## src/rtl/regbank_pkg.sv

```systemverilog
package regbank_pkg;
  typedef enum logic [2:0] {
    ACC_RW   = 3'd0,
    ACC_RO   = 3'd1,
    ACC_W1C  = 3'd2,
    ACC_RC   = 3'd3,
    ACC_RSVD = 3'd4
  } acc_e;

  localparam logic [1:0] TR_IDLE   = 2'b00;
  localparam logic [1:0] TR_BUSY   = 2'b01;
  localparam logic [1:0] TR_NONSEQ = 2'b10;
  localparam logic [1:0] TR_SEQ    = 2'b11;
endpackage

```

## src/rtl/regbank_capture.sv

```systemverilog
module regbank_capture #(
  parameter int IW = 3
) (
  input  logic          clk,
  input  logic          rst_n,
  input  logic          hsel,
  input  logic [1:0]    htrans,
  input  logic          hwrite,
  input  logic          hready,
  input  logic [IW-1:0] idx_in,
  output logic          sel_q,
  output logic          wr_q,
  output logic [IW-1:0] idx_q
);
  import regbank_pkg::*;

  logic real_xfer;
  assign real_xfer = hsel && hready && (htrans == TR_NONSEQ || htrans == TR_SEQ);

  always_ff @(posedge clk or negedge rst_n) begin
    if (!rst_n) begin
      sel_q <= 1'b0;
      wr_q  <= 1'b0;
      idx_q <= '0;
    end else if (hready) begin
      sel_q <= real_xfer;
      wr_q  <= hwrite;
      idx_q <= idx_in;
    end
  end

  // idle/busy type never opens a data phase
  p_idle_no_capture_r1: assert property (@(posedge clk) disable iff (!rst_n)
    (hready && !htrans[1]) |=> !sel_q);
endmodule

```

## src/rtl/regbank_cell.sv

```systemverilog
module regbank_cell #(
  parameter int                   DW   = 32,
  parameter regbank_pkg::acc_e    KIND = regbank_pkg::ACC_RW
) (
  input  logic          clk,
  input  logic          rst_n,
  input  logic          wr_hit,
  input  logic          rd_hit,
  input  logic [DW-1:0] wdata,
  input  logic [DW-1:0] set_bits,
  input  logic [DW-1:0] ro_in,
  output logic [DW-1:0] rd_val
);
  import regbank_pkg::*;

  logic [DW-1:0] q, q_nxt;

  always_comb begin
    q_nxt = q;
    case (KIND)
      ACC_RW:  if (wr_hit) q_nxt = wdata;
      ACC_W1C: q_nxt = (wr_hit ? (q & ~wdata) : q) | set_bits;
      ACC_RC:  q_nxt = (rd_hit ? '0 : q) | set_bits;
      default: q_nxt = '0;
    endcase
  end

  always_ff @(posedge clk or negedge rst_n) begin
    if (!rst_n) q <= '0;
    else        q <= q_nxt;
  end

  always_comb begin
    case (KIND)
      ACC_RO:   rd_val = ro_in;
      ACC_RSVD: rd_val = '0;
      default:  rd_val = q;
    endcase
  end

  generate
    if (KIND == ACC_RW) begin : g_chk_rw
      // storage only changes on a write hit
      p_rw_hold_r2: assert property (@(posedge clk) disable iff (!rst_n)
        !wr_hit |=> $stable(q));
    end
    if (KIND == ACC_W1C) begin : g_chk_w1c
      // an event bit always lands, even against a clearing write
      p_evt_wins_r5: assert property (@(posedge clk) disable iff (!rst_n)
        (set_bits != '0) |=> ((q & $past(set_bits)) == $past(set_bits)));
    end
    if (KIND == ACC_RC) begin : g_chk_rc
      // after a qualified read only same-cycle events remain
      p_rc_clear_r6: assert property (@(posedge clk) disable iff (!rst_n)
        rd_hit |=> (q == $past(set_bits)));
    end
  endgenerate
endmodule

```

## src/rtl/regbank_rdmux.sv

```systemverilog
module regbank_rdmux #(
  parameter int DW   = 32,
  parameter int NREG = 8,
  parameter int IW   = 3
) (
  input  logic [NREG*DW-1:0] vals,
  input  logic [IW-1:0]      idx,
  input  logic               en,
  output logic [DW-1:0]      rdata
);
  always_comb begin
    rdata = '0;
    if (en) begin
      for (int i = 0; i < NREG; i++) begin
        if (idx == IW'(i)) rdata = vals[i*DW +: DW];
      end
    end
  end
endmodule

```

## src/rtl/ahb_regbank.sv

```systemverilog
module ahb_regbank #(
  parameter int               NREG = 8,
  parameter int               DW   = 32,
  parameter int               AW   = 12,
  parameter logic [3*NREG-1:0] KIND_MAP = {3'd4, 3'd4, 3'd4, 3'd2, 3'd3, 3'd0, 3'd1, 3'd0}
) (
  input  logic               HCLK,
  input  logic               HRESETn,
  input  logic               HSEL,
  input  logic [AW-1:0]      HADDR,
  input  logic [1:0]         HTRANS,
  input  logic               HWRITE,
  input  logic [DW-1:0]      HWDATA,
  input  logic               HREADY,
  output logic [DW-1:0]      HRDATA,
  output logic               HREADYOUT,
  output logic               HRESP,
  input  logic [NREG*DW-1:0] ro_value,
  input  logic [NREG*DW-1:0] evt_set,
  output logic [NREG-1:0]    rd_stb,
  output logic [NREG-1:0]    wr_stb
);
  import regbank_pkg::*;

  localparam int IW = (NREG > 1) ? $clog2(NREG) : 1;

  logic          sel_q, wr_q;
  logic [IW-1:0] idx_q;
  logic [NREG*DW-1:0] vals;

  logic addr_unused;
  assign addr_unused = ^{HADDR[AW-1:2+IW], HADDR[1:0]};

  regbank_capture #(.IW(IW)) u_cap (
    .clk    (HCLK),
    .rst_n  (HRESETn),
    .hsel   (HSEL),
    .htrans (HTRANS),
    .hwrite (HWRITE),
    .hready (HREADY),
    .idx_in (HADDR[2 +: IW]),
    .sel_q  (sel_q),
    .wr_q   (wr_q),
    .idx_q  (idx_q)
  );

  generate
    for (genvar i = 0; i < NREG; i++) begin : g_reg
      localparam acc_e KIND = acc_e'(KIND_MAP[3*i +: 3]);
      logic hit;
      assign hit = sel_q && (idx_q == IW'(i));

      regbank_cell #(.DW(DW), .KIND(KIND)) u_cell (
        .clk      (HCLK),
        .rst_n    (HRESETn),
        .wr_hit   (hit && wr_q),
        .rd_hit   (hit && !wr_q),
        .wdata    (HWDATA),
        .set_bits (evt_set[i*DW +: DW]),
        .ro_in    (ro_value[i*DW +: DW]),
        .rd_val   (vals[i*DW +: DW])
      );

      if (KIND == ACC_RSVD) begin : g_nostb
        assign rd_stb[i] = 1'b0;
        assign wr_stb[i] = 1'b0;
      end else begin : g_stb
        assign rd_stb[i] = hit && !wr_q;
        assign wr_stb[i] = hit && wr_q;
      end
    end
  endgenerate

  regbank_rdmux #(.DW(DW), .NREG(NREG), .IW(IW)) u_mux (
    .vals  (vals),
    .idx   (idx_q),
    .en    (sel_q && !wr_q),
    .rdata (HRDATA)
  );

  assign HREADYOUT = 1'b1;
  assign HRESP     = 1'b0;

  // a single access lights at most one strobe
  p_one_rd_r8: assert property (@(posedge HCLK) disable iff (!HRESETn) $onehot0(rd_stb));
  p_one_wr_r8: assert property (@(posedge HCLK) disable iff (!HRESETn) $onehot0(wr_stb));
  p_rw_excl_r8: assert property (@(posedge HCLK) disable iff (!HRESETn)
    !((rd_stb != '0) && (wr_stb != '0)));
  // a non-transfer cycle yields no side effect in the next cycle
  p_no_stb_idle_r1: assert property (@(posedge HCLK) disable iff (!HRESETn)
    !(HSEL && HREADY && HTRANS[1]) |=> (rd_stb == '0 && wr_stb == '0));
endmodule

```

## config.mk

```make
export PLATFORM = sky130hd
export DESIGN_NAME = ahb_regbank
export DESIGN_NICKNAME = d
export VERILOG_FILES = /design/src/rtl/regbank_pkg.sv /design/src/rtl/regbank_capture.sv /design/src/rtl/regbank_cell.sv /design/src/rtl/regbank_rdmux.sv /design/src/rtl/ahb_regbank.sv
export SDC_FILE = /design/constraint.sdc
export NUM_CORES = 1
export LEC_CHECK = 0
export BUFFER_PORTS_ARGS = -buffer_cell sky130_fd_sc_hd__buf_2
export CORE_AREA = 3 3 235 237
export CTS_BUF_LIST = sky130_fd_sc_hd__clkbuf_8 sky130_fd_sc_hd__clkbuf_16
export DETAILED_ROUTE_END_ITERATION = 12
export DIE_AREA = 0 0 238 240
export PLACE_DENSITY_LB_ADDON = 0.05
export RECOVER_POWER = 25
export SYNTH_ARGS = -nofsm -noshare
export SYNTH_HDL_FRONTEND = slang
export SYNTH_SLANG_ARGS = --single-unit
```

## constraint.sdc

```tcl
create_clock -name HCLK -period 1.7 [get_ports HCLK]
set_input_delay 0.17 -clock HCLK [delete_from_list [all_inputs] [get_ports HCLK]]
set_output_delay 0.17 -clock HCLK [all_outputs]
set_load 0.02 [all_outputs]
```

# Word level (Yosys, flattened, before mapping)
# Index checks and enable logic that the tools add are counted.
[word_totals] register_bits=133 in_bits=563 word_cells=52
[op_classes] n_eq_ne=9 bitwise=4 mux=11 reduce_logical=21
[op_table] operator="two-way mux 32 bit" n=11
[op_table] operator="OR 32 bit" n=2
[op_table] operator="AND 32 bit" n=1
[op_table] operator="NOT 32 bit" n=1
[op_table] operator="logical AND 1 bit" n=18
[op_table] operator="== test 3 bit, second input constant" n=4
[op_table] operator="== test 3 x 2 -> 1 bit, second input constant" n=2
[op_table] operator="== test 2 bit, second input constant" n=2
[op_table] operator="== test 3 x 1 -> 1 bit, second input constant" n=1
[op_table] operator="logical NOT 3 bit" n=1
[op_table] operator="logical NOT 1 bit" n=1
[op_table] operator="logical OR 1 bit" n=1

# Depth between registers and ports, before layout
# Gate-level depths: netlist (run 1).
[depth] depth_word=10 mapped_depth=7 mapped_depth_nobuf=3

# By module
# Synthesis (run 1) repeated with hierarchy kept, for this count alone.
[unflattened] cells_unflattened=732 hier_area_um2=8474.4
[by_module_without_submodules] mod="regbank_cell (g_reg[0].u_cell ...)" cells_each=68 instances=2 seq_area_each_um2=800.8 area_per_inst_um2=1345.0
[by_module_without_submodules] mod="regbank_rdmux" cells_each=252 instances=1 seq_area_each_um2=0.0 area_per_inst_um2=2158.3
[by_module_without_submodules] mod="regbank_cell (g_reg[4].u_cell)" cells_each=99 instances=1 seq_area_each_um2=800.8 area_per_inst_um2=1194.9
[by_module_without_submodules] mod="regbank_cell (g_reg[3].u_cell)" cells_each=68 instances=1 seq_area_each_um2=800.8 area_per_inst_um2=1081.0
[by_module_without_submodules] mod="regbank_cell (g_reg[5].u_cell ...)" cells_each=33 instances=3 seq_area_each_um2=0.0 area_per_inst_um2=244.0
[by_module_without_submodules] mod="regbank_cell (g_reg[1].u_cell)" cells_each=32 instances=1 seq_area_each_um2=0.0 area_per_inst_um2=240.2
[by_module_without_submodules] mod="ahb_regbank" cells_each=34 instances=1 seq_area_each_um2=0.0 area_per_inst_um2=193.9
[by_module_without_submodules] mod="regbank_capture" cells_each=12 instances=1 seq_area_each_um2=125.1 area_per_inst_um2=183.9

# Worst setup path after synthesis (run 1)
# No wires, ideal clock.
[synth_timing] kind="flip-flop to output port" from="reg u_cap.idx_q[2]" to="out HRDATA[30]" setup_slack_ns=-0.225 stages_incl_launch_ff=6 t_arrival_ns=1.755 n_path_buf=2 path_cell_list="dfrtp_1 buf_2 nor3b_4 buf_4 nand2_1 a311oi_1"
[synth_between] elab_chain_len=10 word_cells_on_any_way=17 classes_between="7 x eq/ne; 9 x mux; 1 x reduce/logical"
[synth_rtl] item="start: declaration" line_no="regbank_capture.sv:13" source="output logic [IW-1:0] idx_q"
[synth_rtl] item="start signal: assignment" line_no="regbank_capture.sv:28" source="idx_q <= idx_in;"
[synth_rtl] item="logical NOT 3 bit" line_no="regbank_rdmux.sv:15" source="if (idx == IW'(i)) rdata = vals[i*DW +: DW];"
[synth_rtl] item="two-way mux 32 bit (7 in a row)" line_no="regbank_rdmux.sv:15"
[synth_rtl] item="two-way mux 32 bit (*)" line_no="regbank_rdmux.sv:15"
[synth_rtl] item="two-way mux 32 bit (*)" line_no="regbank_rdmux.sv:13" source="if (en) begin"
[synth_rtl] item="end: declaration" line_no="ahb_regbank.sv:15" source="output logic [DW-1:0] HRDATA,"
# Mark *: on every way between the ends. The rest lies on a longest branch, timed or not.

# Final worst setup path (run 1)
[layout_timing] from="reg u_cap.idx_q[0]" to="out HRDATA[23]"
# The elaborated chain is that of the path after synthesis.

==> results of run 1 <==
layout make-up:
type | instances | area (sq um)
fillers | 5788 | 41200
multi-input cells | 390 | 3840
repair buffers | 379 | 3550
flip-flops and latches | 133 | 3330
well taps | 696 | 871
clock buffers | 20 | 467
clock inverters | 12 | 136
inverters | 34 | 133
routing by layer:
metal	vias up	share of wire	GRT usage	wire length (microns)
li1	2808	-	-	-
met1	3001	0.45	0.150	15700
met2	115	0.49	0.202	17200
met3	35	0.039	0.0291	1380
met4	4	0.020	0.0462	702
met5	-	0.00060	0	21
logic make-up (layout without fill, tap and decap cells):
group | count (synthesis) | in the layout | share of synthesized area
compound gates | 131 | 131 | 0.160
simple gates | 151 | 151 | 0.0988
flops | 133 | 133 | 0.502
buf+inv | 84 | 445 | 0.0688
mux | 100 | 100 | 0.169
other cells | 2 | 8 | 0.00113
path summary, 6_finish.rpt:
| kind | slack, ns | startpoint | endpoint | depth (start not counted) |
|---|---|---|---|---|
| worst max-delay path | -0.64 | u_cap.idx_q[0] | HRDATA[23] | 6 |
| worst min-delay path | 0.38 | HRESETn | g_reg[4].u_cell.rd_val[31] | 2 |
| worst max register to register | -0.38 | u_cap.idx_q[0] | g_reg[0].u_cell.rd_val[9] | 7 |
| worst min register to register | 0.47 | g_reg[3].u_cell.rd_val[4] | g_reg[3].u_cell.rd_val[4] | 1 |
| max in group asynchronous | 0.18 | HRESETn | g_reg[4].u_cell.rd_val[18] | 3 |
| min in group HCLK | 0.41 | evt_set[114] | g_reg[3].u_cell.rd_val[18] | 3 |
stage by stage:
step	setup TNS, ns	setup WS (ns)
floorplan	-1.95	-0.150
global placement	-28.20	-0.305
detailed placement	-27.42	-0.266
CTS	-48.57	-0.729
global route	-64.26	-0.727
finish	-49.53	-0.635
repair_timing:
| item | CTS | global route |
|---|---|---|
| gates resized for setup | 167 | 103 |
| setup endpoints to repair | 170 | 170 |
| gates cloned | 7 | 6 |
| endpoints found under the hold margin | 265 | 0 |
| pin swaps | 15 | 46 |
| buffers inserted | 17 | 15 |
| hold buffers | 103 | 0 |
state kept, by name, summed over array words and instances, names as in the netlist:
| register | count |
|---|---|
| u_cap.wr_q | 1 |
| g.u_cell.rd_val | 128 |
| u_cap.sel_q | 1 |
| u_cap.idx_q | 3 |
placed cells by master (no fill, tap or decap), drive strengths merged, types with 8 or more instances in the layout:
cell type	n
nand2	59
buf	266
dlygate4sd3	103
a311oi	25
clkbuf	28
conb	8
mux2	93
a21o	33
dfrtp	133
inv	36
o21ai	26
a31oi	32
nor2	76
power groups by stage:
stage	clock network [mW]	logic [mW]	registers (mW)
6_report	4.03	2.54	4.00
5_1_grt	4.36	2.75	4.08
4_1_cts	4.28	2.41	3.98
3_5_place_dp	0	1.88	4.01
3_3_place_gp	0	1.87	4.03
2_1_floorplan	0	1.09	3.93
==> metrics.txt, run 1 <==
f_max=428 MHz; CTS max path bufs=2; Net Sw Frac=0.293; EDFF count, synth=0; Least-Margin Pin Slew=0.947 ns; Cell Area, Synth=0.00662 sq mm; Detail Route Antenna Nets=0; Worst Path Max Fanout=9; cell family with most CP delay=compound AO/OA/AOI/OAI gates; Int Pwr=7.47 mW; Initial Utilization=0.124; critical path data arrival time=2.17 ns; Netlist cell types=35; async set-reset flop share out of synthesis=1.00; grt total ovfl=0; I/O pins=613; Final period util=1.37; number of global-route vias before repair=6601; clock-pin slew on the worst setup and hold paths=0.06 ns; Critical Path, Cell by Cell=buf_6, or2_4, a21o_4, buf_12, a311oi_4, buf_6; placed cell count=1488; die area=0.0571 sq mm; final hold vios=0; status=finished, violations left; Area Growth Syn to Fin=86.1%; hold crit path type=in2async; Power, Total=10.6 mW; YS warnings=0; Avg Cell Area, Syn=11.0 sq um; worst path required time=1.53 ns; Final Non-Filler Cells=1664; # rows=85; Area contributors post-synth=dfrtp_1 50%, mux2_2 15%, a311oi_2 4.5%; initial antenna violation count=3; Detailed Route Iter0 Violations=235; CP max stage cell=dfrtp_2; Final Util=0.230; cell taking the most area after synthesis=dfrtp_1; CTS Buf Count=17; ys flop type=dfrtp_1; final critical-path required period=2.34 ns; first-pass GRT wire length=48000 microns; Sequential Power Share=0.378; WL per Instance=21.0 microns; drt pass-1 iters=4; routed vias/inst=3.58; setup slack after layout=-0.635 ns; CP Launch Type=register; fin nets=1518; fin area=0.0123 sq mm; CTS Root Cell=clkbuf_16; share of the synthesized area in the top cell type=0.502; Buf+Inv Stages, Crit Path=3; layout cells sized above 1=0.527; via count=5963; fraction of the yosys area taken by sequential cells=0.502; synth cell count leaders=133 x dfrtp_1, 90 x mux2_2, 74 x nor2_1, 59 x nand2_1, 34 x inv_1; critical path type=reg2out; Final Setup Violations=170; Antenna Cells=0; Die Span Y=240 microns; clock sinks=133; final count of pins violating max slew=0; Core ar.=0.0535 sq mm; CTS tree=yes; normalized max-slew margin=0.369; failing checks=negative setup slack; Max H-tree Level=4; clock latency on the worst-skew pair=0.47 ns; hpwl dp=22000 microns; CP endpoint kind=output pin; DP Area=0.00898 sq mm; pwr dens=857 mW/mm^2; maximum vdd drop=0.785 mV; largest net degree at the start of global routing=41; post-synthesis cell count=601; combinational share of power=0.240; drt drc=0; I/O Buffers=178; gpl congestion=0.648; most common cell in the netlist=dfrtp_1; clock share of power=0.382; MaxCap Viol Count=0; FF+latch count, synth=133; Die X=238 microns; RSZ-0062 raised after global routing=true; Min Hold Slack=0.382 ns; final wirelength=34900 microns; max incr delay on CP=0.42 ns; Top cell by count, worst path=buf_6; Leakage=4.91 nW; switching pwr=3.09 mW; Worst Skew=0.00629 ns; gr usage total=0.120
Power figures use the tool's default switching activity.
==> run 2: changes to the inputs <==
--- a/config.mk
+++ b/config.mk
@@ -10,7 +10,6 @@
 export CTS_BUF_LIST = sky130_fd_sc_hd__clkbuf_8 sky130_fd_sc_hd__clkbuf_16
 export DETAILED_ROUTE_END_ITERATION = 12
 export DIE_AREA = 0 0 238 240
-export PLACE_DENSITY_LB_ADDON = 0.05
 export RECOVER_POWER = 25
 export SYNTH_ARGS = -nofsm -noshare
 export SYNTH_HDL_FRONTEND = slang
==> run 2 against run 1 <==
The flow still finishes with violations (negative setup slack). Hold slack better by 0.019 ns. Setup slack lost 0.015 ns. Sequential power up 1%. Clock skew is 0.00074 ns higher. Clock power down 6.7%. Die area unchanged. Total power fell by 0.71%.
==> metrics.txt, run 2 (synthesis results as in run 1) <==
number of global-route vias before repair=6496; critical path type=reg2out; failing checks=negative setup slack; Power, Total=10.5 mW; initial antenna violation count=8; Core ar.=0.0535 sq mm; commonest non-fill, non-tap cells in the layout=135 x buf_2, 130 x dfrtp_1, 103 x dlygate4sd3_1; I/O Buffers=178; CTS Root Cell=clkbuf_16; Least-Margin Pin Slew=1.10 ns; Max H-tree Level=4; layout cells sized above 1=0.521; Worst Path Max Fanout=8; MaxCap Viol Count=0; critical path data arrival time=2.18 ns; I/O pins=613; Final period util=1.38; hold crit path type=in2reg; die area=0.0571 sq mm; CP Launch Type=register; normalized max-slew margin=0.270; via count=6127; gpl congestion=0.744; commonest non-fill, non-tap cell in the layout=buf_2; hpwl dp=20700 microns; Detailed Route Iter0 Violations=218; routed vias/inst=3.68; # rows=85; final wirelength=32300 microns; flip-flop and latch area=0.00333 sq mm; clock sinks=133; CTS tree=yes; fillers=5603; gr usage total=0.109; setup tns final=-48.13 ns; multi-input logic area=0.00389 sq mm; Final Setup Violations=152; setup slack after layout=-0.651 ns; CTS Buf Count=17; final hold vios=0; max reg flops=128; RSZ-0062 raised after global routing=true; Initial Utilization=0.124; Worst Skew=0.00702 ns; drt drc=0; placed cell count=1496; drt pass-1 iters=4; Setup WS pre-CTS=-0.358 ns; Die Span Y=240 microns; Final Non-Filler Cells=1667; CP endpoint kind=output pin; clock latency on the worst-skew pair=0.48 ns; clock-pin slew on the worst setup and hold paths=0.06 ns; Area Growth Syn to Fin=87.6%; Die X=238 microns; Detail Route Antenna Nets=0; worst path required time=1.53 ns; grt total ovfl=0; largest net degree at the start of global routing=38; fin nets=1520; WL per Instance=19.4 microns; status=finished, violations left; final critical-path required period=2.35 ns; Leakage=4.91 nW; final count of pins violating max slew=0; maximum vdd drop=0.893 mV; first-pass GRT wire length=43600 microns; f_max=425 MHz; pwr dens=845 mW/mm^2; CTS max path bufs=2
## run 2: cell types whose count changed in the layout (fill, tap and decap cells not counted), moves of 9 or more
cell / previous run / this run
mux2_2: 61 / 29
mux2_4: 32 / 64
nand2_1: 40 / 54
o21ai_0: 23 / 10
a31oi_1: 7 / 17
nand2_2: 13 / 3
a31oi_4: 24 / 15
nor2_2: 6 / 15
## run 2: cell type report
class,count,share of cell area
inverter,34,0.0107
tap,696,0.0701
sequential,133,0.268
multi-input combinational,390,0.313
clock buffer,18,0.0353
timing repair buffer,381,0.291
antenna,2,0.000403
clock inverter,13,0.0109
## run 2: where the power goes
part	total [mW]	internal, mW	switching [mW]
clock network	3.76	2.17	1.59
registers	4.04	3.70	0.345
logic	2.70	1.55	1.14
## run 2: routing by layer
layer,share of wire,wire length [microns],up-vias,global-route usage
met5,0.00083,27,-,0
met4,0.026,854,4,0.0438
met3,0.066,2130,48,0.0434
met2,0.48,15500,165,0.175
met1,0.43,13900,3082,0.130
li1,-,-,2828,-
## run 2: through the flow
stage	area, sq um	hold WS, ns	util
6_report	12400	0.401	0.232
5_1_grt	12400	0.384	0.232
4_1_cts	11800	0.135	0.220
3_5_place_dp	9020	0.121	0.169
3_3_place_gp	9020	0.116	0.169
2_1_floorplan	6890	-0.126	-
## run 2: path summary, 6_finish.rpt
path | start | slack [ns] | depth (start not counted) | endpoint
worst max-delay path | u_cap.idx_q[1] | -0.65 | 5 | HRDATA[7]
worst min-delay path | evt_set[115] | 0.40 | 3 | g_reg[3].u_cell.rd_val[19]
worst max register to register | u_cap.idx_q[1] | -0.47 | 9 | g_reg[4].u_cell.rd_val[6]
worst min register to register | g_reg[3].u_cell.rd_val[4] | 0.47 | 1 | g_reg[3].u_cell.rd_val[4]
max in group asynchronous | HRESETn | 0.48 | 3 | u_cap.idx_q[2]
min in group asynchronous | HRESETn | 0.42 | 2 | g_reg[4].u_cell.rd_val[17]
## run 2: critical path: stages (launching register included)
cell      delay [ns]
dfrtp_2         0.50
or2_4           0.28
a21o_4          0.28
buf_12          0.17
a311oi_4        0.27
buf_6           0.17
## run 2: what timing repair did
| action | in CTS | in global routing |
|---|---|---|
| resized for setup | 235 | 113 |
| setup buffers | 20 | 16 |
| endpoints found under the setup margin | 170 | 168 |
| cloned | 6 | 5 |
| hold buffers | 103 | 0 |
| endpoints found under the hold margin | 266 | 0 |
| pin swaps | 32 | 39 |
